**config.mk**
```make
export PLATFORM = sky130hd
export DESIGN_NAME = pfc_fault_unit
export DESIGN_NICKNAME = d
export VERILOG_FILES = /design/src/rtl/pfc_pkg.sv /design/src/rtl/pfc_level_check.sv /design/src/rtl/pfc_rights_merge.sv /design/src/rtl/pfc_perm_eval.sv /design/src/rtl/pfc_fault_unit.sv
export SDC_FILE = /design/constraint.sdc
export NUM_CORES = 1
export LEC_CHECK = 0
export BUFFER_PORTS_ARGS = -buffer_cell sky130_fd_sc_hd__buf_2
export CAP_MARGIN = 25
export CORE_AREA = 8 8 45 47
export CTS_CLUSTER_DIAMETER = 120
export DETAILED_ROUTE_END_ITERATION = 8
export DIE_AREA = 0 0 53 55
export SLEW_MARGIN = 10
export SYNTH_ARGS = -nofsm -noshare
export SYNTH_HDL_FRONTEND = slang
export SYNTH_SLANG_ARGS = --single-unit
export TNS_END_PERCENT = 30
```
**constraint.sdc**
```tcl
create_clock -name clk -period 1 [get_ports clk]
set_input_delay 0 -clock clk [delete_from_list [all_inputs] [get_ports clk]]
set_output_delay 0 -clock clk [all_outputs]
set_load 0.05 [all_outputs]
```
**src/rtl/pfc_pkg.sv**
```systemverilog
package pfc_pkg;

    localparam int ERR_W  = 6;
    localparam int KIND_W = 2;

    localparam int EB_PRESENT = 0;
    localparam int EB_WRITE   = 1;
    localparam int EB_USER    = 2;
    localparam int EB_RSVD    = 3;
    localparam int EB_FETCH   = 4;
    localparam int EB_PKEY    = 5;

    typedef enum logic [KIND_W-1:0] {
        ACC_READ     = 2'b00,
        ACC_WRITE    = 2'b01,
        ACC_FETCH    = 2'b10,
        ACC_ALT_READ = 2'b11
    } acc_kind_e;

    typedef struct packed {
        logic is_user;
        logic is_write;
        logic is_fetch;
    } access_t;

    typedef struct packed {
        logic writable;
        logic user;
        logic exec;
    } rights_t;

    typedef struct packed {
        logic valid;
        logic rsvd;
        logic absent;
    } lvl_status_t;

    function automatic access_t decode_access(input logic usr, input acc_kind_e kind);
        access_t a;
        a.is_user  = usr;
        a.is_write = (kind == ACC_WRITE);
        a.is_fetch = (kind == ACC_FETCH);
        return a;
    endfunction

    function automatic logic [ERR_W-1:0] build_code(
        input access_t a, input logic absent, input logic rsvd,
        input logic fetch_shown, input logic key_hit);
        logic [ERR_W-1:0] c;
        c = '0;
        c[EB_PRESENT] = ~absent;
        c[EB_WRITE]   = a.is_write;
        c[EB_USER]    = a.is_user;
        c[EB_RSVD]    = rsvd;
        c[EB_FETCH]   = a.is_fetch & fetch_shown;
        c[EB_PKEY]    = key_hit;
        return c;
    endfunction

endpackage

```
**src/rtl/pfc_level_check.sv**
```systemverilog
module pfc_level_check
    import pfc_pkg::*;
(
    input  logic        present,
    input  logic        hi_rsvd,
    input  logic        size_rsvd,
    input  logic        nx,
    input  logic        nx_en,
    output lvl_status_t status
);

    logic bad_bits;

    always_comb begin
        bad_bits      = hi_rsvd | size_rsvd | (nx & ~nx_en);
        status.valid  = present & ~bad_bits;
        status.rsvd   = present & bad_bits;
        status.absent = ~present;
    end

endmodule

```
**src/rtl/pfc_rights_merge.sv**
```systemverilog
module pfc_rights_merge
    import pfc_pkg::*;
(
    input  logic    dir_w,
    input  logic    dir_u,
    input  logic    dir_nx,
    input  logic    leaf_w,
    input  logic    leaf_u,
    input  logic    leaf_nx,
    input  logic    leaf_used,
    output rights_t rights
);

    always_comb begin
        if (leaf_used) begin
            rights.writable = dir_w & leaf_w;
            rights.user     = dir_u & leaf_u;
            rights.exec     = ~dir_nx & ~leaf_nx;
        end else begin
            rights.writable = dir_w;
            rights.user     = dir_u;
            rights.exec     = ~dir_nx;
        end
    end

endmodule

```
**src/rtl/pfc_perm_eval.sv**
```systemverilog
module pfc_perm_eval
    import pfc_pkg::*;
(
    input  rights_t rights,
    input  access_t acc,
    input  logic    wp_en,
    input  logic    sxp_en,
    input  logic    pk_en,
    input  logic    key_ad,
    input  logic    key_wd,
    output logic    perm_fault,
    output logic    key_fault
);

    logic wr_excused;
    logic user_deny;
    logic write_deny;
    logic exec_deny;
    logic sxp_deny;
    logic key_gate;

    always_comb begin
        wr_excused = ~wp_en & ~acc.is_user;
        user_deny  = acc.is_user & ~rights.user;
        write_deny = acc.is_write & ~rights.writable & ~wr_excused;
        exec_deny  = acc.is_fetch & ~rights.exec;
        sxp_deny   = acc.is_fetch & ~acc.is_user & rights.user & sxp_en;
        perm_fault = user_deny | write_deny | exec_deny | sxp_deny;

        key_gate   = pk_en & rights.user & ~acc.is_fetch;
        key_fault  = key_gate & (key_ad | (acc.is_write & key_wd & ~wr_excused));
    end

endmodule

```
**src/rtl/pfc_fault_unit.sv**
```systemverilog
module pfc_fault_unit
    import pfc_pkg::*;
#(
    parameter int CODE_W = pfc_pkg::ERR_W,
    parameter int KW     = pfc_pkg::KIND_W
) (
    input  logic              clk,
    input  logic              rst,
    input  logic              dir_present_i,
    input  logic              dir_write_i,
    input  logic              dir_user_i,
    input  logic              dir_nx_i,
    input  logic              dir_hi_rsvd_i,
    input  logic              dir_large_i,
    input  logic              dir_lo_rsvd_i,
    input  logic              leaf_present_i,
    input  logic              leaf_write_i,
    input  logic              leaf_user_i,
    input  logic              leaf_nx_i,
    input  logic              leaf_hi_rsvd_i,
    input  logic              acc_user_i,
    input  logic [KW-1:0]     acc_kind_i,
    input  logic              wp_en_i,
    input  logic              nx_en_i,
    input  logic              sxp_en_i,
    input  logic              pk_en_i,
    input  logic              key_ad_i,
    input  logic              key_wd_i,
    output logic              fault_o,
    output logic [CODE_W-1:0] err_o
);

    access_t          acc;
    lvl_status_t      dir_st;
    lvl_status_t      leaf_st;
    rights_t          rights;
    logic             leaf_used;
    logic             perm_f;
    logic             key_f;
    logic             fault_n;
    logic             rsvd_n;
    logic             absent_n;
    logic             key_n;
    logic             fetch_shown;
    logic [ERR_W-1:0] code_n;
    logic             fault_q;
    logic [ERR_W-1:0] err_q;

    assign acc       = decode_access(acc_user_i, acc_kind_e'(acc_kind_i));
    assign leaf_used = ~dir_large_i;

    pfc_level_check u_dir_chk (
        .present   (dir_present_i),
        .hi_rsvd   (dir_hi_rsvd_i),
        .size_rsvd (dir_large_i & dir_lo_rsvd_i),
        .nx        (dir_nx_i),
        .nx_en     (nx_en_i),
        .status    (dir_st)
    );

    pfc_level_check u_leaf_chk (
        .present   (leaf_present_i),
        .hi_rsvd   (leaf_hi_rsvd_i),
        .size_rsvd (1'b0),
        .nx        (leaf_nx_i),
        .nx_en     (nx_en_i),
        .status    (leaf_st)
    );

    pfc_rights_merge u_merge (
        .dir_w     (dir_write_i),
        .dir_u     (dir_user_i),
        .dir_nx    (dir_nx_i),
        .leaf_w    (leaf_write_i),
        .leaf_u    (leaf_user_i),
        .leaf_nx   (leaf_nx_i),
        .leaf_used (leaf_used),
        .rights    (rights)
    );

    pfc_perm_eval u_perm (
        .rights     (rights),
        .acc        (acc),
        .wp_en      (wp_en_i),
        .sxp_en     (sxp_en_i),
        .pk_en      (pk_en_i),
        .key_ad     (key_ad_i),
        .key_wd     (key_wd_i),
        .perm_fault (perm_f),
        .key_fault  (key_f)
    );

    // Directory first, then leaf (only for small pages), then rights.
    always_comb begin
        fault_n  = 1'b0;
        rsvd_n   = 1'b0;
        absent_n = 1'b0;
        key_n    = 1'b0;
        if (!dir_st.valid) begin
            fault_n  = 1'b1;
            rsvd_n   = dir_st.rsvd;
            absent_n = dir_st.absent;
        end else if (leaf_used && !leaf_st.valid) begin
            fault_n  = 1'b1;
            rsvd_n   = leaf_st.rsvd;
            absent_n = leaf_st.absent;
        end else begin
            fault_n  = perm_f | key_f;
            key_n    = key_f;
        end
        fetch_shown = nx_en_i | sxp_en_i;
        code_n = fault_n ? build_code(acc, absent_n, rsvd_n, fetch_shown, key_n)
                         : '0;
    end

    always_ff @(posedge clk) begin
        if (rst) begin
            fault_q <= 1'b0;
            err_q   <= '0;
        end else begin
            fault_q <= fault_n;
            err_q   <= code_n;
        end
    end

    assign fault_o = fault_q;
    assign err_o   = CODE_W'(err_q);

endmodule

```
### Yosys cells after proc, flatten, opt, wreduce, memory -nomap -nowiden

Index checks and enable logic that the tools add are counted.

| word-level totals | value |
|---|---|
| flip-flop bits (word level) | 7 |
| input port bits | 23 |
| output and inout bits | 7 |
| logic and storage cells | 67 |

| cells by class | value |
|---|---|
| equality and inequality tests | 2 |
| muxes and demuxes | 7 |
| bitwise operators | 51 |
| reductions and logical operators | 4 |

Operators by type and width:

| operator | number |
|---|---|
| 1-bit bitwise AND | 24 |
| 1-bit inverter | 18 |
| 1-bit bitwise OR | 9 |
| 1-bit 2-to-1 mux | 6 |
| 4-bit OR reduction | 1 |
| 3-bit 2-to-1 mux | 1 |
| 2-bit by 1-bit == test with 1-bit output, second input constant | 1 |
| 2-bit == test, second input constant | 1 |
| 2-bit OR reduction | 1 |
| 1-bit logical AND | 1 |
| 1-bit zero test | 1 |

### Depth between registers and ports, before layout

Gate-level depths: netlist of the first run.

| depth | value |
|---|---|
| depth after elaboration | 14 |
| gate-level depth with buffers | 5 |

### By module

Synthesis of the first run repeated with hierarchy kept, for this count alone.

| second synthesis, totals | value |
|---|---|
| cells, all modules | 50 |
| area total of the unflattened synthesis | 460.4 um^2 |

By module, submodules not included:

| module | times used | cells an instance | area an instance (um^2) | seq. area each (um^2) |
|---|---|---|---|---|
| pfc_fault_unit | 1 | 27 | 282.8 | 140.1 |
| pfc_level_check | 2 | 4 | 38.8 | 0.0 |
| pfc_perm_eval | 1 | 10 | 61.3 | 0.0 |
| pfc_rights_merge | 1 | 5 | 38.8 | 0.0 |

### Worst setup path after synthesis of the first run

Ideal clock, no wire load.

| path | value |
|---|---|
| path type | input -> register |
| from | in acc_user_i |
| to | reg err_q[0], in the netlist err_o[0] |
| setup time | 129 ps |
| data arrival time | 916 ps |
| setup slack | -45 ps |
| stages | 5 |
| path buffers | 0 |
| cell sequence | or2_1 -> a31oi_2 -> nor2_2 -> nor4_2 -> nor3_1 |

| between the ends | value |
|---|---|
| word-level cells in the longest chain between the ends | 12 |
| elaborated cells between the ends (all ways) | 19 |
| those cells by class | mux (2); bitwise (16); reduce/logical (1) |

Ends and longest elaborated chain:

| what | line | RTL |
|---|---|---|
| start, declared | pfc_fault_unit.sv:21 | `input logic acc_user_i,` |
| 1-bit inverter | pfc_perm_eval.sv:23, pfc_perm_eval.sv:27 |  |
| 1-bit bitwise AND | pfc_perm_eval.sv:23 | `wr_excused = ~wp_en & ~acc.is_user;` |
| 1-bit inverter | pfc_perm_eval.sv:25, pfc_perm_eval.sv:31 |  |
| 1-bit bitwise AND | pfc_perm_eval.sv:25 | `write_deny = acc.is_write & ~rights.writable & ~wr_excused;` |
| 1-bit bitwise OR (3 in a row) | pfc_perm_eval.sv:28 | `perm_fault = user_deny \| write_deny \| exec_deny \| sxp_deny;` |
| 1-bit bitwise OR (*) | pfc_fault_unit.sv:108 | `fault_n = perm_f \| key_f;` |
| 1-bit 2-to-1 mux (*) | pfc_fault_unit.sv:103 | `end else if (leaf_used && !leaf_st.valid) begin` |
| 1-bit 2-to-1 mux (*) | pfc_fault_unit.sv:99 | `if (!dir_st.valid) begin` |
| 1-bit inverter (no line) (*) | -- |  |
| 2-bit OR reduction (no line) (*) | -- |  |
| end signal, assigned | pfc_fault_unit.sv:122 | `err_q <= code_n;` |
| end, declared | pfc_fault_unit.sv:47 | `logic [ERR_W-1:0] err_q;` |

Mark *: on every way between the ends. The rest lies on a longest branch, timed or not.
A chain may end at the register's enable or synchronous reset.

### Worst setup path after layout of the first run

| path | value |
|---|---|
| from | in dir_nx_i |
| to | reg err_q[0], in the netlist err_o[0] |

| between the ends | value |
|---|---|
| word-level cells in the longest chain between the ends | 12 |
| elaborated cells between the ends (all ways) | 18 |
| those cells by class | mux (4); bitwise (13); reduce/logical (1) |

Ends and longest elaborated chain:

| what | line | RTL |
|---|---|---|
| start, declared | pfc_fault_unit.sv:12 | `input logic dir_nx_i,` |
| 1-bit inverter | pfc_rights_merge.sv:18, pfc_rights_merge.sv:22 |  |
| 1-bit bitwise AND | pfc_rights_merge.sv:18 | `rights.exec = ~dir_nx & ~leaf_nx;` |
| 3-bit 2-to-1 mux | pfc_rights_merge.sv:15 | `if (leaf_used) begin` |
| 1-bit inverter | pfc_perm_eval.sv:26 | `exec_deny = acc.is_fetch & ~rights.exec;` |
| 1-bit bitwise AND | pfc_perm_eval.sv:26 |  |
| 1-bit bitwise OR (2 in a row) | pfc_perm_eval.sv:28 |  |
| 1-bit bitwise OR | pfc_fault_unit.sv:108 |  |
| 1-bit 2-to-1 mux | pfc_fault_unit.sv:103 |  |
| 1-bit 2-to-1 mux | pfc_fault_unit.sv:99 |  |
| 1-bit inverter (no line) | -- |  |
| 2-bit OR reduction (no line) | -- |  |

Several ways; a longest one is shown, not always the timed one.

==> metrics.txt, run 1 <==
Distinct cells, synth 26; Crit. End Element flop; initial antenna violation count 0; Critical Setup Path Class input pin to flop; IO Port Bufs 29; largest net degree at the start of global routing 6; Multi-input gate area 233 sq um; Global Route Usage Sum 8.86%; Final Cycle Share 93.5%; first-pass GRT wire length 1.94 mm; startpoint types input pin; RSZ-0062 raised after global routing yes; GRT overflow 0; DP Area 629 sq um; share of cells above drive strength 1 59.1%; Final Power 0.000767 W; final net count 112; Area Overhead vs Synth 75.1%; number of global-route vias before repair 482; Post-Syn Instances 43; Synth Cell Area 382 sq um; Post-CTS Repair Setup Buffers 0; relative slew slack 79.2%; htree depth 1; Critical Path RT 1.12 ns; Worst Hold Class input pin to flop; placed instance count 99; via count 464; fillers 142; crit path cell chain buf_2 > nor2b_1 > a211oi_1 > nand2_2 > nor4_2 > nor3_1; crit path launch dir_nx_i; Die H 55 um; Reg area 140 sq um; Tmin final 0.935 ns; ANT cells 0; routed len/inst 11.0 um; Max stage delay cell, worst path nor4_2; Die Area 2920 sq um; Final setup viols 0; Final GP Congestion 0.781; Max Clk Rate 1070 MHz; hold path startpoint rst; final non-filler cell area 668 sq um; WP buf/inv 1; Layout Cells excl Fill 104; outcome finished clean; max-cap viol count 0; syn_area_per_cell 8.87 sq um; TritonCTS clock tree yes; synthesized flop and latch total 7; number of buffers created by CTS 3; CTS root buf clkbuf_4; warnings from Yosys 0; register area share after synthesis 36.7%; post-route ant nets 0; Largest delay share family, worst path simple AND/OR/NAND/NOR gates; DR pass1 iterations 4; I/O pin total 30; initial core utilization 27.6%; DIE WIDTH 53 um; dpl hpwl 1.01 mm; Net Count, Synth 66; WP data arrival 1.06 ns; clk buf depth 2; Core ar. 1380 sq um; Remaining DRCs 0; CTS Sinks 7; PD cells 1150 nW/um^2; Vias per Instance 4.46; DR iter-0 viols 8; final slew viol count 0; max incr delay on CP 0.37 ns; Hold Vio Cnt, Final 0; actual slew at the worst max-slew pin 0.310 ns; VDD IR-drop max 0.000327 V; drt total wl 1.14 mm; Pleak 0.330 nW; worst-path maximum fanout 3; row cnt 14; Reg clk slew, reported paths 0.05 ns
worst min-delay path: cells and delay by family:
kind | cells | cell delay, ns
buf+inv | 1 | 0.09
simple gates | 2 | 0.18
area by class of cell:
type / count / share of cell area [%]
Clock buffer: 4 / 3.93
Inverter: 3 / 1.69
Multi-Input combinational cell: 33 / 34.8
Sequential cell: 7 / 21.0
Tap cell: 16 / 3.00
Timing Repair Buffer: 41 / 35.6
synthesized netlist by cell type (all sizes together):
library cell  instances  area share [%]
o21a                  1             2.3
nand3                 1             1.3
dfxtp                 7              37
o21ai                 2             2.6
nand2                 1             1.6
a211oi                1             2.0
or2                   1             1.6
nor2b                 3             4.9
nor3                  3             3.9
nor3b                 1             2.0
and2b                 1             2.0
inv                   3             3.0
a2111oi               1             3.9
nor2                  5             5.6
a31o                  1             2.3
nor4                  3             6.6
a31oi                 2             4.9
nand2b                2             3.3
a21oi                 1             1.3
a311oi                1             3.9
or2b                  2             4.3
logic make-up after synthesis:
kind of cell	synth area share, %
AO/OA/AOI/OAI	23.3
buffers and inverters	2.95
flip-flops	36.7
AND/OR/NAND/NOR	37.1
metal layers:
metal / track usage (%) / vias up / routed length (um)
met5: 0 / - / 0
met4: 3.88 / 0 / 14
met3: 4.81 / 2 / 125
met2: 15.0 / 20 / 563
met1: 8.83 / 196 / 436
li1: - / 246 / -
placed cells by master (no fill, tap or decap), drive strengths merged:
master	count
and2b	1
or2b	2
a21oi	1
nand3	1
nor3b	1
a31o	1
or2	1
buf	40
inv	3
nand2	1
clkbuf	4
o21ai	2
a311oi	1
o21a	1
a211oi	1
a31oi	2
nor2	5
nor4	3
a2111oi	1
nor3	3
dfxtp	7
dlygate4sd3	1
nand2b	2
nor2b	3
per-stage QoR:
step / hold WS [ns] / util [%] / setup slack [ns] / setup TNS (ns)
floorplan: 0.0689 / - / 0.000697 / 0
global placement: 0.236 / 45.5 / -0.175 / -0.768
detailed placement: 0.238 / 45.5 / -0.232 / -0.930
CTS: 0.0589 / 48.1 / 0.0318 / 0
global route: 0.0947 / 48.3 / -0.0478 / -0.0575
finish: 0.0672 / 48.3 / 0.0645 / 0
final timing paths:
path             endpoint  slack [ns]  cells after the start
min   err_o[3]$_SDFF_PP0_        0.07                      3
max   err_o[0]$_SDFF_PP0_        0.06                      6
registers in the layout, indices dropped and copies added, names as in the netlist:
name	flops
err_o	6
fault_o	1
timing repair:
item,in CTS,in global routing
hold buffers,1,0
setup endpoints to repair,0,3
gates resized for setup,0,1
hold endpoints to repair,4,0
power breakdown:
| part | total [W] | switching [W] | internal, W |
|---|---|---|---|
| Sequential | 0.000295 | 0.00000247 | 0.000293 |
| Combinational | 0.000225 | 0.000121 | 0.000104 |
| Clock | 0.000247 | 0.0000951 | 0.000152 |
Power figures use the tool's default switching activity.
==> run 2, diff against run 1 <==
- clock period: 1 -> 1.18 ns (I/O delays scaled with it)
==> run 2 against run 1 <==
Against the previous run: cell count shrank 5.8%; non-clock buffer count shrank 6; routed wire length shrank 3.4%; clock power shrank 15%; critical path depth shrank 2; worst hold slack lost 0.021 ns; setup slack gained 0.018 ns; die area is the same.
==> metrics.txt, run 2 (same netlist as run 1, synthesis figures left out) <==
Die H 55 um (unchanged); max reg flops 6 (unchanged); routed len/inst 11.2 um (+2.5%); TritonCTS clock tree yes; Final Cycle Share 93.0%; commonest cells after routing, fill and taps aside buf_2 (29), dfxtp_1 (7), buf_4 (5); worst-path maximum fanout 5 (+2); Pleak 0.300 nW (-8.9%); Vias per Instance 4.39 (-1.7%); initial core utilization 27.6% (unchanged); CTS root buf clkbuf_4; DP Area 584 sq um (-7.2%); GRT overflow 0 (unchanged); Remaining DRCs 0 (unchanged); Final GP Congestion 0.723 (-7.4%); Critical Path RT 1.31 ns (+0.19 ns); share of cells above drive strength 1 54.9% (-4.2 points); CTS Sinks 7 (unchanged); final non-filler cell area 621 sq um (-7.1%); TNS Setup 0 ns (unchanged); DR pass1 iterations 4 (unchanged); row cnt 14 (unchanged); dpl hpwl 983 um (-3.0%); Core ar. 1380 sq um (unchanged); startpoint types input pin; WP data arrival 1.23 ns (+0.17 ns); max-cap viol count 0 (unchanged); clk buf depth 2 (unchanged); Final setup viols 0 (unchanged); Max Clk Rate 911 MHz; initial antenna violation count 0 (unchanged); post-route ant nets 0 (unchanged); Reg clk slew, reported paths 0.05 ns (about the same); Critical Setup Path Class input pin to flop; final slew viol count 0 (unchanged); via count 430 (-7.3%); combinational fraction of design power 27.6% (-1.7 points); post-CTS resize count 0 (unchanged); htree depth 1 (unchanged); sequential share of power 39.5% (+1.0 points); ANT cells 0 (unchanged); Internal Power 0.000452 W (-18%); VDD IR-drop max 0.000284 V (-13%); Crit. End Element flop; IO Port Bufs 29 (unchanged); Worst Hold Class input pin to flop; Area Overhead vs Synth 62.6%; PD cells 1020 nW/um^2 (-11%); largest net degree at the start of global routing 6 (unchanged); drt total wl 1.10 mm (-3.4%); Global Route Usage Sum 8.31% (-0.55 points); first-pass GRT wire length 1.79 mm (-7.4%); fillers 152 (+7.0%); DR iter-0 viols 2 (-6); I/O pin total 30 (unchanged); number of global-route vias before repair 471 (-2.3%); number of buffers created by CTS 3 (unchanged); final net count 106 (-5.4%); Tmin final 1.10 ns; Die Area 2920 sq um (unchanged); actual slew at the worst max-slew pin 0.317 ns (+0.00718 ns); switching pwr 0.000182 W (-17%); Hold Vio Cnt, Final 0 (unchanged); RSZ-0062 raised after global routing no; DIE WIDTH 53 um (unchanged); Sw Share 28.7% (+0.22 points); outcome finished clean; most common cell after layout, fill and taps aside buf_2; Clk network pwr share 33.0% (+0.8 points); relative slew slack 78.7% (-0.50 points)
run 2: final timing paths:
kind,cells past startpoint,endpoint,slack (ns),start
worst max-delay path,4,err_o[5]$_SDFF_PP0_,0.08,rst
worst min-delay path,3,err_o[0]$_SDFF_PP0_,0.05,dir_hi_rsvd_i
run 2: cell type report:
class	count	area [sq um]	area share [%]
well taps	16	20.0	3.23
flip-flops and latches	7	140	22.6
repair buffers	35	193	31.0
multi-input cells	33	230	37.1
clock buffers	4	26.3	4.23
inverters	3	11.3	1.81
run 2: through the flow:
| step | instances | util, % | total power, W | hold slack [ns] | setup WS (ns) |
|---|---|---|---|---|---|
| 2_1_floorplan | 43 | - | 0.000351 | 0.0689 | 0.135 |
| 3_3_place_gp | 93 | 42.2 | 0.000427 | 0.239 | -0.0178 |
| 3_5_place_dp | 93 | 42.2 | 0.000428 | 0.237 | -0.0581 |
| 4_1_cts | 98 | 44.8 | 0.000643 | 0.0451 | 0.0750 |
| 5_1_grt | 98 | 44.8 | 0.000678 | 0.0730 | 0.00651 |
| 6_report | 98 | 44.8 | 0.000634 | 0.0458 | 0.0821 |
run 2: critical path: stages:
cell	delay (ns)
dlygate4sd3_1	0.54
buf_2	0.16
or2b_1	0.26
nor4_1	0.28
run 2: power by group through the flow:
stage / Combinational [W] / Clock, W / Sequential, W
after floorplan: 0.0000559 / 0 / 0.000295
after global placement: 0.000172 / 0 / 0.000255
after detailed placement: 0.000173 / 0 / 0.000255
after CTS: 0.000177 / 0.000216 / 0.000250
after global routing: 0.000189 / 0.000238 / 0.000251
final: 0.000175 / 0.000209 / 0.000250
run 2: layer usage:
layer / GRT usage (%) / wire length, um / vias to the layer above
li1: - / - / 233
met1: 8.05 / 448 / 178
met2: 13.5 / 519 / 17
met3: 4.01 / 122 / 2
met4: 6.47 / 10 / 0
met5: 0 / 0 / -
run 2: what timing repair did:
action,CTS,global route
hold buffers,1,0
hold endpoints to repair,4,0
setup buffers,0,0
==> run 3, diff against run 2 <==
- PLACE_DENSITY: default -> 0.68
- SYNTH_HIERARCHICAL: default -> 1
==> run 3 against run 2 <==
Against the previous run: utilization up 4.2 points; cell count rose by 5.1%; setup slack better by 0.11 ns; sequential power hardly changed; routed wire length increased by 2.2%; largest cell class unchanged; highest routed layer is now met3.
==> metrics.txt, run 3 <==
Remaining DRCs 0 (unchanged); ANT cells 0 (unchanged); register area share after synthesis 30.4% (-6.3 points); WP buf/inv 1 (-1); initial antenna violation count 0 (unchanged); Final Power 0.000649 W (+2.3%); Largest delay share family, worst path simple AND/OR/NAND/NOR gates; Crit. End Element flop; number of buffers created by CTS 3 (unchanged); warnings from Yosys 6 (+6); GRT overflow 0 (unchanged); I/O pin total 30 (unchanged); Synth top cells by count dfxtp_1 (7), inv_1 (5), nand2_1 (3), nor3b_1 (3), o21ai_0 (3); initial core utilization 33.3% (+5.7 points); final core occ 49.0% (+4.2 points); IO Port Bufs 29 (unchanged); number of global-route vias before repair 480 (+1.9%); max reg flops 6 (unchanged); post-route ant nets 0 (unchanged); dpl hpwl 1.02 mm (+4.1%); Final GP Congestion 0.659 (-8.8%); final non-filler cell area 678 sq um (+9.3%); Distinct cells, synth 26 (unchanged); routed len/inst 10.9 um (-2.8%); outcome finished clean; Reg clk slew, reported paths 0.05 ns (about the same); max-cap viol count 0 (unchanged); Critical Path RT 1.30 ns (about the same); CTS Sinks 7 (unchanged); startpoint types input pin; async set-reset flop share out of synthesis 0% (unchanged); VDD IR-drop max 0.000348 V (+22%); most common cell after layout, fill and taps aside buf_2; final net count 111 (+4.7%); Hold Vio Cnt, Final 0 (unchanged); row cnt 14 (unchanged); clk buf depth 2 (unchanged); Global Route Usage Sum 8.10% (-0.21 points); fillers 147 (-3.3%); final worst slack 0.192 ns (+0.110 ns); first-pass GRT wire length 1.85 mm (+3.1%); Pleak 0.332 nW (+10%); share of the synthesized area in the top cell type 30.4% (-6.3 points); DIE WIDTH 53 um (unchanged); share of cells above drive strength 1 56.3% (+1.4 points); WP data arrival 1.11 ns (-0.12 ns); Max Clk Rate 1010 MHz (+11%); Critical Setup Path Class input pin to flop; Multi-input gate area 298 sq um (+29%); Core ar. 1380 sq um (unchanged); crit path cell chain buf_2 > and2_1 > nor4_2 > o21ai_2 > nor3_4 > nor3b_1; max incr delay on CP 0.37 ns (-0.17 ns); Vias per Instance 4.31 (-1.8%); Tmin final 0.988 ns (-0.110 ns); syn_area_per_cell 9.21 sq um (+3.8%); Synth Cell Area 460 sq um (+21%); Reg area 140 sq um (unchanged); DR pass1 iterations 2 (-2); Final Cycle Share 83.7% (-9.3 points); Max stage delay cell, worst path nor4_2; final slew viol count 0 (unchanged); cts hold-fix bufs 0 (-1); htree depth 1 (unchanged); DP Area 652 sq um (+12%); CTS root buf clkbuf_4; via count 444 (+3.3%); PD cells 956 nW/um^2 (-6.4%); placed instance count 99 (+6.5%); RSZ-0062 raised after global routing no; Post-Place Setup Slack -0.0874 ns (-0.0294 ns); Worst Hold Class input pin to flop; Final setup viols 0 (unchanged); most frequent cell after synthesis dfxtp_1; synthesized flop and latch total 7 (unchanged); worst-path maximum fanout 5 (unchanged); DR iter-0 viols 1 (-1); Post-Syn Instances 50 (+16%); Post-CTS Repair Setup Buffers 0 (unchanged); Die Area 2920 sq um (unchanged); post-CTS resize count 0 (unchanged); Post-synth EDFFs 0 (unchanged); Area contributors post-synth dfxtp_1 (30%), a2111oi_4 (6.0%), nor2b_4 (6.0%), nor4_2 (5.4%), a21boi_2 (4.9%); largest net degree at the start of global routing 8 (+2); TritonCTS clock tree yes; Die H 55 um (unchanged); commonest cells after routing, fill and taps aside buf_2 (29), dfxtp_1 (7), inv_1 (5); drt total wl 1.13 mm (+2.2%); post-synth top area cell dfxtp_1; predominant post-synthesis flop cell dfxtp_1; Layout Cells excl Fill 103 (+5.1%); Area Overhead vs Synth 47.3%
## run 3: cell count changes after synthesis, sizes merged, moves of 2 or more
| cell | previous run | this run |
|---|---|---|
| a21boi | 0 | 2 |
| a21oi | 1 | 3 |
| a31oi | 2 | 0 |
| inv | 3 | 7 |
| nand2 | 1 | 3 |
| nand2b | 2 | 0 |
| nor2 | 5 | 2 |
| nor3b | 1 | 3 |
| o21ai | 2 | 4 |
| o31a | 0 | 2 |
| or2b | 2 | 0 |
## run 3: logic make-up after synthesis
| family | after synthesis | share of synthesized area (%) |
|---|---|---|
| and+or+nand+nor | 20 | 33.7 |
| buffers and inverters | 7 | 5.71 |
| DFF | 7 | 30.4 |
| other | 1 | 0.814 |
| AOI/OAI and AO/OA | 15 | 29.4 |
## run 3: power breakdown
group          internal (W)  switching (W)  leakage, nW
Clock              0.000128      0.0000773       0.0150
Sequential         0.000249     0.00000209       0.0578
Combinational     0.0000803       0.000112        0.259
Total              0.000457       0.000192        0.332
## run 3: through the flow
step	TNS, ns	hold slack (ns)
floorplan	0	0.0691
detailed placement	-0.391	0.298
CTS	0	0.0430
global placement	-0.189	0.289
finish	0	0.0440
global route	0	0.0547
## run 3: area by class of cell
class / count / share of cell area [%]
Inverter: 7 / 3.87
Clock buffer: 4 / 3.87
Multi-Input combinational cell: 37 / 43.9
Sequential cell: 7 / 20.7
Timing Repair Buffer: 32 / 24.7
Tap cell: 16 / 2.95
## run 3: path summary, 6_finish.rpt
path	startpoint	endpoint	slack, ns	cells after the start
setup / recovery	dir_large_i	err_o[2]$_SDFF_PP0_	0.19	6
hold / removal	rst	err_o[3]$_SDFF_PP0_	0.04	2
## run 3: routing by layer
layer  track usage, %  wire [um]  vias up
li1                 -          -      247
met2             13.7        524       16
met5                0          0        -
met4             2.59          0        0
met1             8.99        491      181
met3             3.48        110        0
